`src/rtl/trl_pkg.sv`:
```
package trl_pkg;
   typedef enum logic [1:0] {
      ST_ARM  = 2'd0,
      ST_HOLD = 2'd1,
      ST_SEND = 2'd2
   } trl_state_e;

   localparam int unsigned TRL_WORDS = 4;
   localparam int unsigned TRL_IDX_W = $clog2(TRL_WORDS);
   localparam logic [23:0] TRL_TAG_DEF = 24'hACCE55;
endpackage

```
`src/rtl/trl_snap.sv`:
```
module trl_snap #(
   parameter int unsigned SEC_W  = 40,
   parameter int unsigned TICK_W = 32,
   parameter int unsigned SRC_W  = 32
) (
   input  logic              clk_i,
   input  logic              rst_ni,
   input  logic              cap_i,
   input  logic [SEC_W-1:0]  sec_i,
   input  logic [TICK_W-1:0] tick_i,
   input  logic [SRC_W-1:0]  src_i,
   output logic [SEC_W-1:0]  sec_q,
   output logic [TICK_W-1:0] tick_q,
   output logic [SRC_W-1:0]  src_q
);
   always_ff @(posedge clk_i) begin
      if (!rst_ni) begin
         sec_q  <= '0;
         tick_q <= '0;
         src_q  <= '0;
      end else if (cap_i) begin
         sec_q  <= sec_i;
         tick_q <= tick_i;
         src_q  <= src_i;
      end
   end

   // without a capture strobe the snapshot must not move
   p_frozen_r8: assert property (@(posedge clk_i) disable iff (!rst_ni)
      !cap_i |=> ($stable(sec_q) && $stable(tick_q) && $stable(src_q)));
endmodule

```
`src/rtl/trl_seq.sv`:
```
module trl_seq
   import trl_pkg::*;
(
   input  logic                 clk_i,
   input  logic                 rst_ni,
   input  logic                 trig_i,
   input  logic                 eos_i,
   input  logic                 ready_i,
   output logic                 cap_o,
   output logic                 valid_o,
   output logic [TRL_IDX_W-1:0] idx_o,
   output logic                 done_o
);
   localparam logic [TRL_IDX_W-1:0] LAST_IDX = TRL_IDX_W'(TRL_WORDS - 1);

   trl_state_e st_q, st_d;
   logic [TRL_IDX_W-1:0] idx_q;
   logic fire, last_fire;

   assign cap_o     = (st_q == ST_ARM) && trig_i;
   assign valid_o   = (st_q == ST_SEND);
   assign idx_o     = idx_q;
   assign fire      = valid_o && ready_i;
   assign last_fire = fire && (idx_q == LAST_IDX);

   always_comb begin
      st_d = st_q;
      unique case (st_q)
         ST_ARM: begin
            if (trig_i && eos_i) st_d = ST_SEND;
            else if (trig_i)     st_d = ST_HOLD;
         end
         ST_HOLD: if (eos_i)     st_d = ST_SEND;
         ST_SEND: if (last_fire) st_d = ST_ARM;
         default:                st_d = ST_ARM;
      endcase
   end

   always_ff @(posedge clk_i) begin
      if (!rst_ni) begin
         st_q   <= ST_ARM;
         idx_q  <= '0;
         done_o <= 1'b0;
      end else begin
         st_q   <= st_d;
         done_o <= last_fire;
         if (st_q != ST_SEND) idx_q <= '0;
         else if (fire)       idx_q <= idx_q + 1'b1;
      end
   end

   // a stalled word keeps its slot
   p_stall_hold_r6: assert property (@(posedge clk_i) disable iff (!rst_ni)
      (valid_o && !ready_i) |=> (valid_o && $stable(idx_o)));
   // an accepted non-final word is followed by the next one
   p_advance_r6: assert property (@(posedge clk_i) disable iff (!rst_ni)
      (fire && idx_o != LAST_IDX) |=> (valid_o && idx_o == $past(idx_o) + 1'b1));
   // done only right after the final handshake, with the stream idle
   p_done_after_last_r7: assert property (@(posedge clk_i) disable iff (!rst_ni)
      (valid_o && ready_i && idx_o == LAST_IDX) |=> (done_o && !valid_o));
   p_done_pulse_r7: assert property (@(posedge clk_i) disable iff (!rst_ni)
      done_o |=> !done_o);
   // an end-of-shot after a capture opens the stream on the next cycle
   p_start_r12: assert property (@(posedge clk_i) disable iff (!rst_ni)
      (st_q == ST_HOLD && eos_i) |=> (valid_o && idx_o == '0));
endmodule

```
`src/rtl/trl_fmt.sv`:
```
module trl_fmt
   import trl_pkg::*;
#(
   parameter int unsigned SEC_W  = 40,
   parameter int unsigned TICK_W = 32,
   parameter int unsigned SRC_W  = 32,
   parameter int unsigned WORD_W = 32,
   parameter int unsigned TAG_W  = 24,
   parameter logic [TAG_W-1:0] TAG = TAG_W'(TRL_TAG_DEF)
) (
   input  logic [SEC_W-1:0]     sec_q,
   input  logic [TICK_W-1:0]    tick_q,
   input  logic [SRC_W-1:0]     src_q,
   input  logic [TRL_IDX_W-1:0] idx_i,
   output logic [WORD_W-1:0]    word_o
);
   localparam int unsigned HI_W = WORD_W - TAG_W;

   logic [WORD_W-1:0] sec_lo, tick_w, src_w;
   logic [HI_W-1:0]   sec_hi;

   generate
      if (SEC_W > WORD_W) begin : g_split
         localparam int unsigned UP_W = SEC_W - WORD_W;
         always_comb begin
            sec_lo = sec_q[WORD_W-1:0];
            sec_hi = '0;
            sec_hi[UP_W-1:0] = sec_q[SEC_W-1:WORD_W];
         end
      end else begin : g_fit
         always_comb begin
            sec_lo = '0;
            sec_lo[SEC_W-1:0] = sec_q;
            sec_hi = '0;
         end
      end
   endgenerate

   always_comb begin
      tick_w = '0;
      tick_w[TICK_W-1:0] = tick_q;
      src_w = '0;
      src_w[SRC_W-1:0] = src_q;
   end

   always_comb begin
      unique case (idx_i)
         2'd0:    word_o = sec_lo;
         2'd1:    word_o = {TAG, sec_hi};
         2'd2:    word_o = tick_w;
         default: word_o = src_w;
      endcase
   end
endmodule

```
`src/rtl/shot_trailer_gen.sv`:
```
module shot_trailer_gen
   import trl_pkg::*;
#(
   parameter int unsigned SEC_W  = 40,
   parameter int unsigned TICK_W = 32,
   parameter int unsigned SRC_W  = 32,
   parameter int unsigned WORD_W = 32,
   parameter int unsigned TAG_W  = 24,
   parameter logic [TAG_W-1:0] TAG = TAG_W'(TRL_TAG_DEF)
) (
   input  logic              clk_i,
   input  logic              rst_ni,
   input  logic [SEC_W-1:0]  sec_i,
   input  logic [TICK_W-1:0] tick_i,
   input  logic [SRC_W-1:0]  src_i,
   input  logic              trig_i,
   input  logic              eos_i,
   input  logic              tready_i,
   output logic              tvalid_o,
   output logic [WORD_W-1:0] tdata_o,
   output logic              done_o
);
   localparam int unsigned HI_W = WORD_W - TAG_W;

   initial begin : g_param_chk
      assert (TAG_W < WORD_W) else $error("tag must leave room for upper seconds");
      assert (SEC_W <= WORD_W + HI_W) else $error("seconds wider than two fields");
      assert (TICK_W <= WORD_W && SRC_W <= WORD_W) else $error("field wider than a word");
      assert (TICK_W > 0 && SRC_W > 0 && SEC_W > 0) else $error("zero-width field");
   end

   logic                 cap;
   logic [TRL_IDX_W-1:0] idx;
   logic [SEC_W-1:0]     sec_q;
   logic [TICK_W-1:0]    tick_q;
   logic [SRC_W-1:0]     src_q;

   trl_seq u_seq (
      .clk_i   (clk_i),
      .rst_ni  (rst_ni),
      .trig_i  (trig_i),
      .eos_i   (eos_i),
      .ready_i (tready_i),
      .cap_o   (cap),
      .valid_o (tvalid_o),
      .idx_o   (idx),
      .done_o  (done_o)
   );

   trl_snap #(.SEC_W(SEC_W), .TICK_W(TICK_W), .SRC_W(SRC_W)) u_snap (
      .clk_i  (clk_i),
      .rst_ni (rst_ni),
      .cap_i  (cap),
      .sec_i  (sec_i),
      .tick_i (tick_i),
      .src_i  (src_i),
      .sec_q  (sec_q),
      .tick_q (tick_q),
      .src_q  (src_q)
   );

   trl_fmt #(.SEC_W(SEC_W), .TICK_W(TICK_W), .SRC_W(SRC_W),
             .WORD_W(WORD_W), .TAG_W(TAG_W), .TAG(TAG)) u_fmt (
      .sec_q  (sec_q),
      .tick_q (tick_q),
      .src_q  (src_q),
      .idx_i  (idx),
      .word_o (tdata_o)
   );

   // offered data may not change while stalled
   p_stall_data_r6: assert property (@(posedge clk_i) disable iff (!rst_ni)
      (tvalid_o && !tready_i) |=> $stable(tdata_o));
   // the slot after word 0 always carries the tag
   p_tag_r3: assert property (@(posedge clk_i) disable iff (!rst_ni)
      (tvalid_o && tready_i && idx == '0) |=> (tdata_o[WORD_W-1:HI_W] == TAG));
   // the stream is quiet when leaving reset
   p_reset_quiet_r1: assert property (@(posedge clk_i)
      !rst_ni |=> (!tvalid_o && !done_o));
endmodule

```
`config.mk`:
```
export PLATFORM = sky130hd
export DESIGN_NAME = shot_trailer_gen
export DESIGN_NICKNAME = d
export VERILOG_FILES = /design/src/rtl/trl_pkg.sv /design/src/rtl/trl_snap.sv /design/src/rtl/trl_seq.sv /design/src/rtl/trl_fmt.sv /design/src/rtl/shot_trailer_gen.sv
export SDC_FILE = /design/constraint.sdc
export NUM_CORES = 1
export LEC_CHECK = 0
export BUFFER_PORTS_ARGS = -buffer_cell sky130_fd_sc_hd__buf_2
export CAP_MARGIN = 40
export CORE_MARGIN = 10
export CORE_UTILIZATION = 55
export CTS_CLUSTER_DIAMETER = 150
export DETAILED_ROUTE_END_ITERATION = 8
export PLACE_DENSITY = 0.84
export SETUP_SLACK_MARGIN = 0.1
export SLEW_MARGIN = 10
export SYNTH_ARGS = -nofsm -noshare
export SYNTH_HDL_FRONTEND = slang
export SYNTH_SLANG_ARGS = --single-unit
export TNS_END_PERCENT = 5
```
`constraint.sdc`:
```
create_clock -name clk_i -period 3.45 [get_ports clk_i]
set_clock_uncertainty 0.1 [all_clocks]
set_input_delay 0.69 -clock clk_i [delete_from_list [all_inputs] [get_ports clk_i]]
set_output_delay 0.69 -clock clk_i [all_outputs]
set_load 0.03 [all_outputs]
```
==> impl_metrics.env, run 1 <==
export IMPL_outcome="finished clean"
export IMPL_clkLatencyLatePin_ps=350
export IMPL_port_buffers=142
export IMPL_syn_area_um2=4650
export IMPL_r2r_cells=4
export IMPL_hold_depth=2
export IMPL_hold_ws_ps=354
export IMPL_syn_nets=711
export IMPL_path_clk_slew_ps=90
export IMPL_layout_drive_gt1_share_pct=23.5
export IMPL_synth_seq_area_share_pct=46.9
export IMPL_cts_tree="yes"
export IMPL_tightest_slew_ps=699
export IMPL_die_w_um=112
export IMPL_cts_root_buffer="clkbuf_8"
export IMPL_dr_total_vias=4471
export IMPL_clkSinkCount=109
export IMPL_ir_worst_vdd_mv=0.272
export IMPL_critPathCaptureType="output port"
export IMPL_start_util_pct=56.6
export IMPL_dieArea_um2=12500
export IMPL_postCtsSetupBuffers=0
export IMPL_hold_buffers=0
export IMPL_p_leak_nw=2.24
export IMPL_grt_pass1_wl_mm=20.0
export IMPL_grt_usage_pct=18.7
export IMPL_wl_mm=12.3
export IMPL_num_fill_cells=728
export IMPL_die_h_um=112
export IMPL_critPathKind="flip-flop to output port"
export IMPL_drv_cap=0
export IMPL_dpl_cell_area_um2=5360
export IMPL_num_rows=33
export IMPL_io_pins=143
export IMPL_final_max_slew_viol_count=0
export IMPL_cts_resized=0
export IMPL_drc=0
export IMPL_grt_pass1_vias=4189
export IMPL_grt_overflow=0
export IMPL_period_minus_slack_ps=3010
export IMPL_core_area_um2=8220
export IMPL_htree_levels=3
export IMPL_synth_cell_types=22
export IMPL_pwr_density_cell_nw_per_um2=455
export IMPL_maxSlewHeadroom_pct=53.4
export IMPL_hold_path_class="flip-flop to flip-flop"
export IMPL_final_nets=816
export IMPL_max_freq_mhz=333
export IMPL_place_congestion=0.762
export IMPL_syn2layout_area_growth_pct=19.0
export IMPL_critical_path_required_ps=2660
export IMPL_antenna_found_initial=0
export IMPL_avgSynthCellArea_um2=7.80
export IMPL_rsz0062_at_grt="false"
export IMPL_setup_viol=0
export IMPL_diodes=0
export IMPL_wl_per_cell_um=15.1
export IMPL_tns_ps=0
export IMPL_period_share_pct=87.1
export IMPL_path_max_fanout=26
export IMPL_synthCells=597
export IMPL_drtIter0Drc=343
export IMPL_grt_start_max_net_pins=109
export IMPL_cp_arrival_ps=2220
export IMPL_ant_nets=0
export IMPL_cts_buffers_inserted=9
export IMPL_synth_seq_cells=109
export IMPL_drt_pass1_iter_count=5
export IMPL_vias_per_cell=5.52
export IMPL_dp_hpwl_mm=8.75
export IMPL_start_kind="flip-flop"
export IMPL_ys_warnings_count=0
export IMPL_design_area_um2=5540
export IMPL_clockBufferDepth=2
export IMPL_finalHoldViolations=0
## kinds of logic (layout without fill, tap and decap cells)
family,count (synthesis),count (layout),synth area share (%)
mux,9,9,1.94
fa+ha+maj,5,5,1.34
flops,109,109,46.9
xor+xnor,1,1,0.188
buf+inv,68,176,6.37
compound gates,162,162,19.7
simple gates,243,243,23.6
## critical path, cell delays in order, from the launching register on
cell	delay, ps
dfxtp_1	450
ha_2	540
buf_4	360
mux2i_1	280
buf_2	240
## path summary, 6_finish.rpt
kind | start | to | slack, ps
max | u_seq.idx_o[0]$_SDFFE_PP0P_ | tdata_o[1] | 440
min | u_snap.src_q[22]$_SDFFE_PN0P_ | u_snap.src_q[22]$_SDFFE_PN0P_ | 350
max reg2reg | u_seq.st_q[1]$_SDFFE_PN0P_ | u_snap.tick_q[6]$_SDFFE_PN0P_ | 1930
min reg2reg | u_snap.src_q[22]$_SDFFE_PN0P_ | u_snap.src_q[22]$_SDFFE_PN0P_ | 350
## where the power goes
group	switching [W]	leakage [nW]	internal, W
Combinational	0.000250	1.25	0.000146
Sequential	0.0000459	0.895	0.00135
Clock	0.000384	0.0923	0.000348
## state kept, by name, summed over array words and instances (netlist names)
register and flops:
u_snap.src_q 32, u_snap.tick_q 32, u_snap.sec_q 40, u_seq.idx_o 2, u_seq.done_o 1, u_seq.st_q 2
## cells in the final DEF, fill, tap and decap left out
cell       instances
and2_1             1
dfxtp_1          109
nand3_1          104
nor4b_1            1
o21ai_0          100
nor2b_1           14
a22oi_1           24
xnor2_1            1
o2bb2ai_1          1
nor3b_4            1
buf_4              7
clkinv_2           1
buf_2            141
ha_1               4
bufinv_16          1
buf_6              1
inv_1             10
o21ai_1           16
nor2_1             5
nand2_1          117
a21oi_1           13
clkbuf_1           2
a222oi_1           8
clkbuf_8          10
ha_2               1
buf_12             3
mux2i_1            9
## cells in the mapped netlist
master / n / area share (%)
nor4b_1: 1 / 0.19
a222oi_1: 8 / 1.7
clkbuf_2: 1 / 0.11
a21oi_1: 13 / 1.4
ha_1: 5 / 1.3
nand2_1: 117 / 9.4
inv_1: 10 / 0.81
nor2_1: 5 / 0.40
mux2i_1: 9 / 1.9
nor2b_1: 14 / 1.9
dfxtp_1: 109 / 47
o21ai_1: 16 / 1.7
buf_2: 8 / 0.86
nor3b_4: 1 / 0.40
buf_6: 4 / 0.97
a22oi_1: 24 / 3.9
nand3_1: 104 / 11
xnor2_1: 1 / 0.19
clkbuf_1: 45 / 3.6
o21ai_0: 100 / 11
o2bb2ai_1: 1 / 0.19
and2_1: 1 / 0.13
## area by class of cell
cell class / instances / area (um2) / area share (%)
clock buffers: 12 / 145 / 2.62
well taps: 105 / 131 / 2.37
inverters: 10 / 37.5 / 0.678
clock inverters: 2 / 35.0 / 0.632
multi-input cells: 420 / 2180 / 39.3
repair buffers: 152 / 830 / 15.0
flip-flops and latches: 109 / 2180 / 39.4
## stage by stage
stage / cells / total power, W / setup WS, ps / utilization (%)
2_1_floorplan: 597 / 0.00168 / 878 / -
3_3_place_gp: 796 / 0.00180 / 964 / 65.2
3_5_place_dp: 796 / 0.00182 / 801 / 65.2
4_1_cts: 810 / 0.00254 / 407 / 67.4
5_1_grt: 810 / 0.00265 / 325 / 67.4
6_report: 810 / 0.00252 / 445 / 67.4
## metal layers
metal	vias to the layer above	track usage, %	wire, um
met3	12	4.88	818
li1	2271	-	-
met2	129	32.0	6170
met5	-	0	0
met4	0	5.33	145
met1	2059	22.5	5110
Power figures use the tool's default switching activity.
==> run 2: changes to the inputs <==
--- a/config.mk
+++ b/config.mk
@@ -8,10 +8,10 @@
 export BUFFER_PORTS_ARGS = -buffer_cell sky130_fd_sc_hd__buf_2
 export CAP_MARGIN = 40
 export CORE_MARGIN = 10
-export CORE_UTILIZATION = 55
+export CORE_UTILIZATION = 40
 export CTS_CLUSTER_DIAMETER = 150
 export DETAILED_ROUTE_END_ITERATION = 8
-export PLACE_DENSITY = 0.84
+export PLACE_DENSITY = 0.64
 export SETUP_SLACK_MARGIN = 0.1
 export SLEW_MARGIN = 10
 export SYNTH_ARGS = -nofsm -noshare
==> run 2 against run 1 <==
Clock power is 61% higher. Worst hold slack got worse by 3.5 ps. Global-route usage shrank 2.9 points. Design area up 4.2%. Highest routed layer unchanged.
==> impl_metrics.env, run 2 (synthesized netlist as in run 1, its figures left out) <==
export IMPL_maxSlewHeadroom_pct=54.7
export IMPL_path_clk_slew_ps=70
export IMPL_start_util_pct=40.8
export IMPL_final_common_cell="buf_2"
export IMPL_final_nets=819
export IMPL_place_congestion=0.787
export IMPL_clockBufferDepth=2
export IMPL_dp_hpwl_mm=9.24
export IMPL_antenna_found_initial=0
export IMPL_ir_worst_vdd_mv=0.502
export IMPL_num_rows=39
export IMPL_final_max_slew_viol_count=0
export IMPL_period_minus_slack_ps=2830
export IMPL_dieArea_um2=16400
export IMPL_cts_resized=0
export IMPL_dp_cells=837
export IMPL_pwr_density_cell_nw_per_um2=516
export IMPL_postCtsSetupBuffers=0
export IMPL_setup_viol=0
export IMPL_die_w_um=128
export IMPL_top_regs="u_snap.sec_q x40, u_snap.src_q x32, u_snap.tick_q x32"
export IMPL_hold_path_class="flip-flop to flip-flop"
export IMPL_drtIter0Drc=413
export IMPL_die_h_um=128
export IMPL_largest_reg_flops=40
export IMPL_grt_pass1_vias=4395
export IMPL_grt_start_max_net_pins=115
export IMPL_htree_levels=3
export IMPL_grt_pass1_wl_mm=21.5
export IMPL_setup_slack_ps=623
export IMPL_p_leak_nw=2.33
export IMPL_layout_common_cells="141 x buf_2, 117 x nand2_1, 109 x dfxtp_1"
export IMPL_layout_drive_gt1_share_pct=24.1
export IMPL_wl_per_cell_um=15.4
export IMPL_critPathKind="flip-flop to output port"
export IMPL_drv_cap=0
export IMPL_cts_tree="yes"
export IMPL_hold_ws_ps=350
export IMPL_clkLatencyLatePin_ps=340
export IMPL_dpl_worst_slack_ps=1020
export IMPL_rsz0062_at_grt="false"
export IMPL_outcome="finished clean"
export IMPL_drc=0
export IMPL_period_share_pct=81.9
export IMPL_syn2layout_area_growth_pct=24.0
export IMPL_ant_nets=0
export IMPL_cts_root_buffer="clkbuf_16"
export IMPL_grt_overflow=0
export IMPL_start_kind="flip-flop"
export IMPL_path_max_fanout=21
export IMPL_critPathCaptureType="output port"
export IMPL_core_area_um2=11400
export IMPL_io_pins=143
export IMPL_grt_usage_pct=15.7
export IMPL_cp_arrival_ps=2040
export IMPL_wl_mm=13.1
export IMPL_clkSinkCount=109
export IMPL_tns_ps=0
export IMPL_diodes=0
export IMPL_cts_buffers_inserted=9
export IMPL_port_buffers=142
export IMPL_regMostFlops="u_snap.sec_q"
export IMPL_critical_path_required_ps=2660
export IMPL_vias_per_cell=5.23
export IMPL_dr_total_vias=4465
export IMPL_drt_pass1_iter_count=5
export IMPL_fin_cells=853
export IMPL_max_freq_mhz=354
export IMPL_tightest_slew_ps=679
export IMPL_hold_buffers=0
export IMPL_finalHoldViolations=0
run 2: cell count changes in the layout (fill, tap and decap cells not counted), sizes merged:
cell,before,now
buf,152,155
bufinv,1,3
run 2: path summary, 6_finish.rpt:
check,startpoint,to,slack [ps],cells after the start
max,u_seq.idx_o[0]$_SDFFE_PP0P_,tdata_o[4],620,6
min,u_snap.src_q[20]$_SDFFE_PN0P_,u_snap.src_q[20]$_SDFFE_PN0P_,350,2
max reg2reg,u_seq.st_q[1]$_SDFFE_PN0P_,u_snap.sec_q[9]$_SDFFE_PN0P_,1670,4
min reg2reg,u_snap.src_q[20]$_SDFFE_PN0P_,u_snap.src_q[20]$_SDFFE_PN0P_,350,2
run 2: area by class of cell:
class | count | area (um2)
Inverter | 10 | 37.5
Timing Repair Buffer | 155 | 852
Clock inverter | 4 | 95.1
Sequential cell | 109 | 2180
Fill cell | 1147 | 5650
Multi-Input combinational cell | 420 | 2180
Clock buffer | 12 | 246
Tap cell | 143 | 179
run 2: per-stage QoR:
stage,instance area (um2),total power (W),util [%]
floorplan,4650,0.00168,-
global placement,5430,0.00182,47.5
detailed placement,5430,0.00183,47.5
CTS,5770,0.00302,50.5
global route,5770,0.00312,50.5
finish,5770,0.00298,50.5
run 2: power by group:
part,switching [W],total [W],internal [W]
Clock,0.000453,0.00118,0.000729
Combinational,0.000254,0.000404,0.000149
Sequential,0.0000462,0.00139,0.00135
Total,0.000753,0.00298,0.00222
run 2: layer usage:
| layer | part of all wire [%] | global-route usage (%) | wire length (um) |
|---|---|---|---|
| met1 | 44 | 19.7 | 5790 |
| met2 | 47 | 24.4 | 6100 |
| met3 | 9.0 | 6.91 | 1180 |
| met4 | 0.26 | 3.51 | 34 |
| met5 | 0 | 0 | 0 |
run 2: critical path: stages (launching register included):
cell and delay (ps):
dfxtp_1 430, inv_1 100, ha_1 230, buf_4 220, a222oi_1 370, mux2i_1 130
buf_2 200
==> run 3: changes to the inputs <==
--- a/config.mk
+++ b/config.mk
@@ -5,13 +5,14 @@
 export SDC_FILE = /design/constraint.sdc
 export NUM_CORES = 1
 export LEC_CHECK = 0
+export ABC_AREA = 1
 export BUFFER_PORTS_ARGS = -buffer_cell sky130_fd_sc_hd__buf_2
 export CAP_MARGIN = 40
 export CORE_MARGIN = 10
 export CORE_UTILIZATION = 40
 export CTS_CLUSTER_DIAMETER = 150
 export DETAILED_ROUTE_END_ITERATION = 8
-export PLACE_DENSITY = 0.64
+export PLACE_DENSITY = 0.65
 export SETUP_SLACK_MARGIN = 0.1
 export SLEW_MARGIN = 10
 export SYNTH_ARGS = -nofsm -noshare
==> constraint.sdc (replaced) <==
create_clock -name clk_i -period 2.35 [get_ports clk_i]
set_clock_uncertainty 0.1 [all_clocks]
set_input_delay 0.47 -clock clk_i [delete_from_list [all_inputs] [get_ports clk_i]]
set_output_delay 0.47 -clock clk_i [all_outputs]
set_load 0.03 [all_outputs]
==> run 3 against run 2 <==
Sequential share of layout area down 5.2 points. Area after synthesis up 14%. Sequential cell count unchanged. Register-to-register slack worse by 920 ps. Design area up 16%. Critical path depth unchanged. Non-clock buffer count up 13. Utilization up 2.0 points. Synthesized cell count up 32%. Sequential power up 52%. Final cell count up 27%. Wire length up 22%. Largest power group unchanged.
==> impl_metrics.env, run 3 <==
export IMPL_syn_nets=900
export IMPL_period_minus_slack_ps=2230
export IMPL_setup_viol=0
export IMPL_final_max_slew_viol_count=0
export IMPL_diodes=0
export IMPL_drv_cap=0
export IMPL_regMostFlops="u_snap.sec_q"
export IMPL_drt_pass1_iter_count=4
export IMPL_top_regs="u_snap.sec_q x40, u_snap.src_q x32, u_snap.tick_q x32"
export IMPL_dp_hpwl_mm=10.6
export IMPL_dieArea_um2=18300
export IMPL_max_freq_mhz=449
export IMPL_wl_per_cell_um=14.8
export IMPL_critPathCaptureType="output port"
export IMPL_critical_path_required_ps=1780
export IMPL_design_power_total_w=0.00459
export IMPL_clkLatencyLatePin_ps=350
export IMPL_tightest_slew_ps=534
export IMPL_ir_worst_vdd_mv=0.449
export IMPL_p_leak_nw=3.30
export IMPL_rsz0062_at_grt="true"
export IMPL_syn2layout_area_growth_pct=26.8
export IMPL_grt_start_max_net_pins=105
export IMPL_drtIter0Drc=427
export IMPL_ant_nets=0
export IMPL_synth_top_cell_area_share_pct=41.2
export IMPL_cp_top_family="buffers and inverters"
export IMPL_syn_area_um2=5300
export IMPL_synth_cell_types=19
export IMPL_period_share_pct=94.8
export IMPL_design_area_um2=6720
export IMPL_core_area_um2=12800
export IMPL_synth_edff_count=0
export IMPL_path_clk_slew_ps=60
export IMPL_finalHoldViolations=0
export IMPL_tns_ps=0
export IMPL_dr_total_vias=5224
export IMPL_final_nets=1020
export IMPL_cp_num_buf_inv=3
export IMPL_synth_seq_cells=109
export IMPL_final_common_cell="nor2_1"
export IMPL_num_rows=41
export IMPL_hold_ws_ps=291
export IMPL_slowest_stage="dfxtp_4"
export IMPL_cpPeakStageDelay_ps=380
export IMPL_synthTopCellsByCount="224 x nor2_1, 195 x nand2_1, 109 x dfxtp_1"
export IMPL_multi_input_area_um2=2840
export IMPL_cp_startpoint="u_seq.idx_o[0]$_SDFFE_PP0P_"
export IMPL_async_flop_share_pct=0
export IMPL_die_w_um=135
export IMPL_min_from="eos_i"
export IMPL_critPathKind="flip-flop to output port"
export IMPL_path_max_fanout=14
export IMPL_grt_pass1_vias=4877
export IMPL_htree_levels=3
export IMPL_cp_arrival_ps=1660
export IMPL_synth_seq_area_share_pct=41.2
export IMPL_start_kind="flip-flop"
export IMPL_grt_overflow=0
export IMPL_vias_per_cell=4.83
export IMPL_die_h_um=135
export IMPL_largest_reg_flops=40
export IMPL_layout_common_cells="223 x nor2_1, 195 x nand2_1, 127 x buf_2"
export IMPL_cts_root_buffer="clkbuf_16"
export IMPL_pwr_density_cell_nw_per_um2=683
export IMPL_clockBufferDepth=2
export IMPL_io_pins=143
export IMPL_crit_path_cell_trace="ha_4, inv_2, buf_12, nor2_1, a21oi_1, buf_2"
export IMPL_cts_buffers_inserted=9
export IMPL_postLayoutCoreUtil_pct=52.6
export IMPL_reg2reg_from="u_seq.st_q[1]$_SDFFE_PN0P_"
export IMPL_num_fill_cells=1306
export IMPL_hold_path_class="input port to flip-flop"
export IMPL_ys_warnings_count=0
export IMPL_grt_usage_pct=16.7
export IMPL_maxSlewHeadroom_pct=64.4
export IMPL_start_util_pct=41.5
export IMPL_synth_most_common_cell="nor2_1"
export IMPL_synth_area_leaders="dfxtp_1 41%, nor2_1 16%, nand3b_1 15%, nand2_1 14%, buf_2 2.8%"
export IMPL_layout_drive_gt1_share_pct=21.5
export IMPL_wl_mm=16.0
export IMPL_dpl_cell_area_um2=6220
export IMPL_outcome="finished clean"
export IMPL_place_congestion=0.785
export IMPL_clkSinkCount=109
export IMPL_avgSynthCellArea_um2=6.74
export IMPL_antenna_found_initial=0
export IMPL_grt_pass1_wl_mm=24.9
export IMPL_port_buffers=142
export IMPL_synth_top_area_cell="dfxtp_1"
export IMPL_synthCells=786
export IMPL_drc=0
export IMPL_cts_tree="yes"
export IMPL_synth_ff_type="dfxtp_1"
export IMPL_regArea_um2=2190
==> run 3: cell types whose count changed in the layout (fill, tap and decap cells not counted), moves of 14 or more <==
cell	delta
buf_4	+14
nand3b_1	+104
nor2_1	+218
buf_2	-14
o21ai_0	-89
o21ai_1	-14
nand2_1	+78
a22oi_1	-24
nand3_1	-83
nor2b_1	-14
==> run 3: cell type report <==
| type | instances | area share (%) |
|---|---|---|
| Timing Repair Buffer | 168 | 16.3 |
| Clock buffer | 14 | 3.93 |
| Multi-Input combinational cell | 594 | 42.2 |
| Clock inverter | 1 | 0.447 |
| Sequential cell | 109 | 32.6 |
| Inverter | 24 | 1.34 |
| Tap cell | 172 | 3.20 |
==> run 3: worst reg2reg max path, stage by stage (launching register included) <==
cell and delay, ps:
dfxtp_1 390, nor2_4 370, buf_4 300, nand3b_1 190, nand2_1 110, nor2_1 50
==> run 3: kinds of logic after synthesis <==
| kind of cell | Yosys count | synth area share, % |
|---|---|---|
| flip-flops | 109 | 41.2 |
| XOR/XNOR | 1 | 0.165 |
| AND/OR/NAND/NOR | 550 | 47.2 |
| buffers and inverters | 83 | 6.66 |
| AO/OA/AOI/OAI | 38 | 3.59 |
| adder cells (fa/ha/maj) | 5 | 1.18 |
==> run 3: repair_timing <==
action                                  4_1_cts  5_1_grt
endpoints found under the setup margin       32       32
hold endpoints to repair                      0        0
resized for setup                            15       35
hold buffers                                  0        0
setup buffers                                 0        1
gates cloned                                  0        2
pin swaps                                     1        2
==> run 3: routing by layer <==
metal / GRT usage [%] / routed length [um] / part of all wire, %
met4: 4.96 / 240 / 1.5
met5: 0 / 0 / 0
met1: 22.2 / 7720 / 48
met2: 25.7 / 6920 / 43
met3: 4.75 / 1080 / 6.8
==> run 3: where the power goes <==
| part | total [W] | internal (W) | switching [W] |
|---|---|---|---|
| clock network | 0.00154 | 0.000881 | 0.000656 |
| logic | 0.000942 | 0.000377 | 0.000565 |
| registers | 0.00211 | 0.00202 | 0.0000939 |
| total | 0.00459 | 0.00327 | 0.00131 |
==> run 3: final timing paths <==
kind	to	slack (ps)	cells after the start
setup / recovery	tdata_o[9]	120	6
hold / removal	u_seq.st_q[0]$_SDFFE_PN0P_	290	4
setup reg to reg	u_snap.tick_q[0]$_SDFFE_PN0P_	750	5
hold reg to reg	u_snap.src_q[26]$_SDFFE_PN0P_	360	2
==> run 3: stage by stage <==
stage,cells,setup slack (ps)
6_report,1082,122
5_1_grt,1082,55.8
4_1_cts,1079,77.2
3_5_place_dp,1064,340
3_3_place_gp,1064,375
2_1_floorplan,786,184
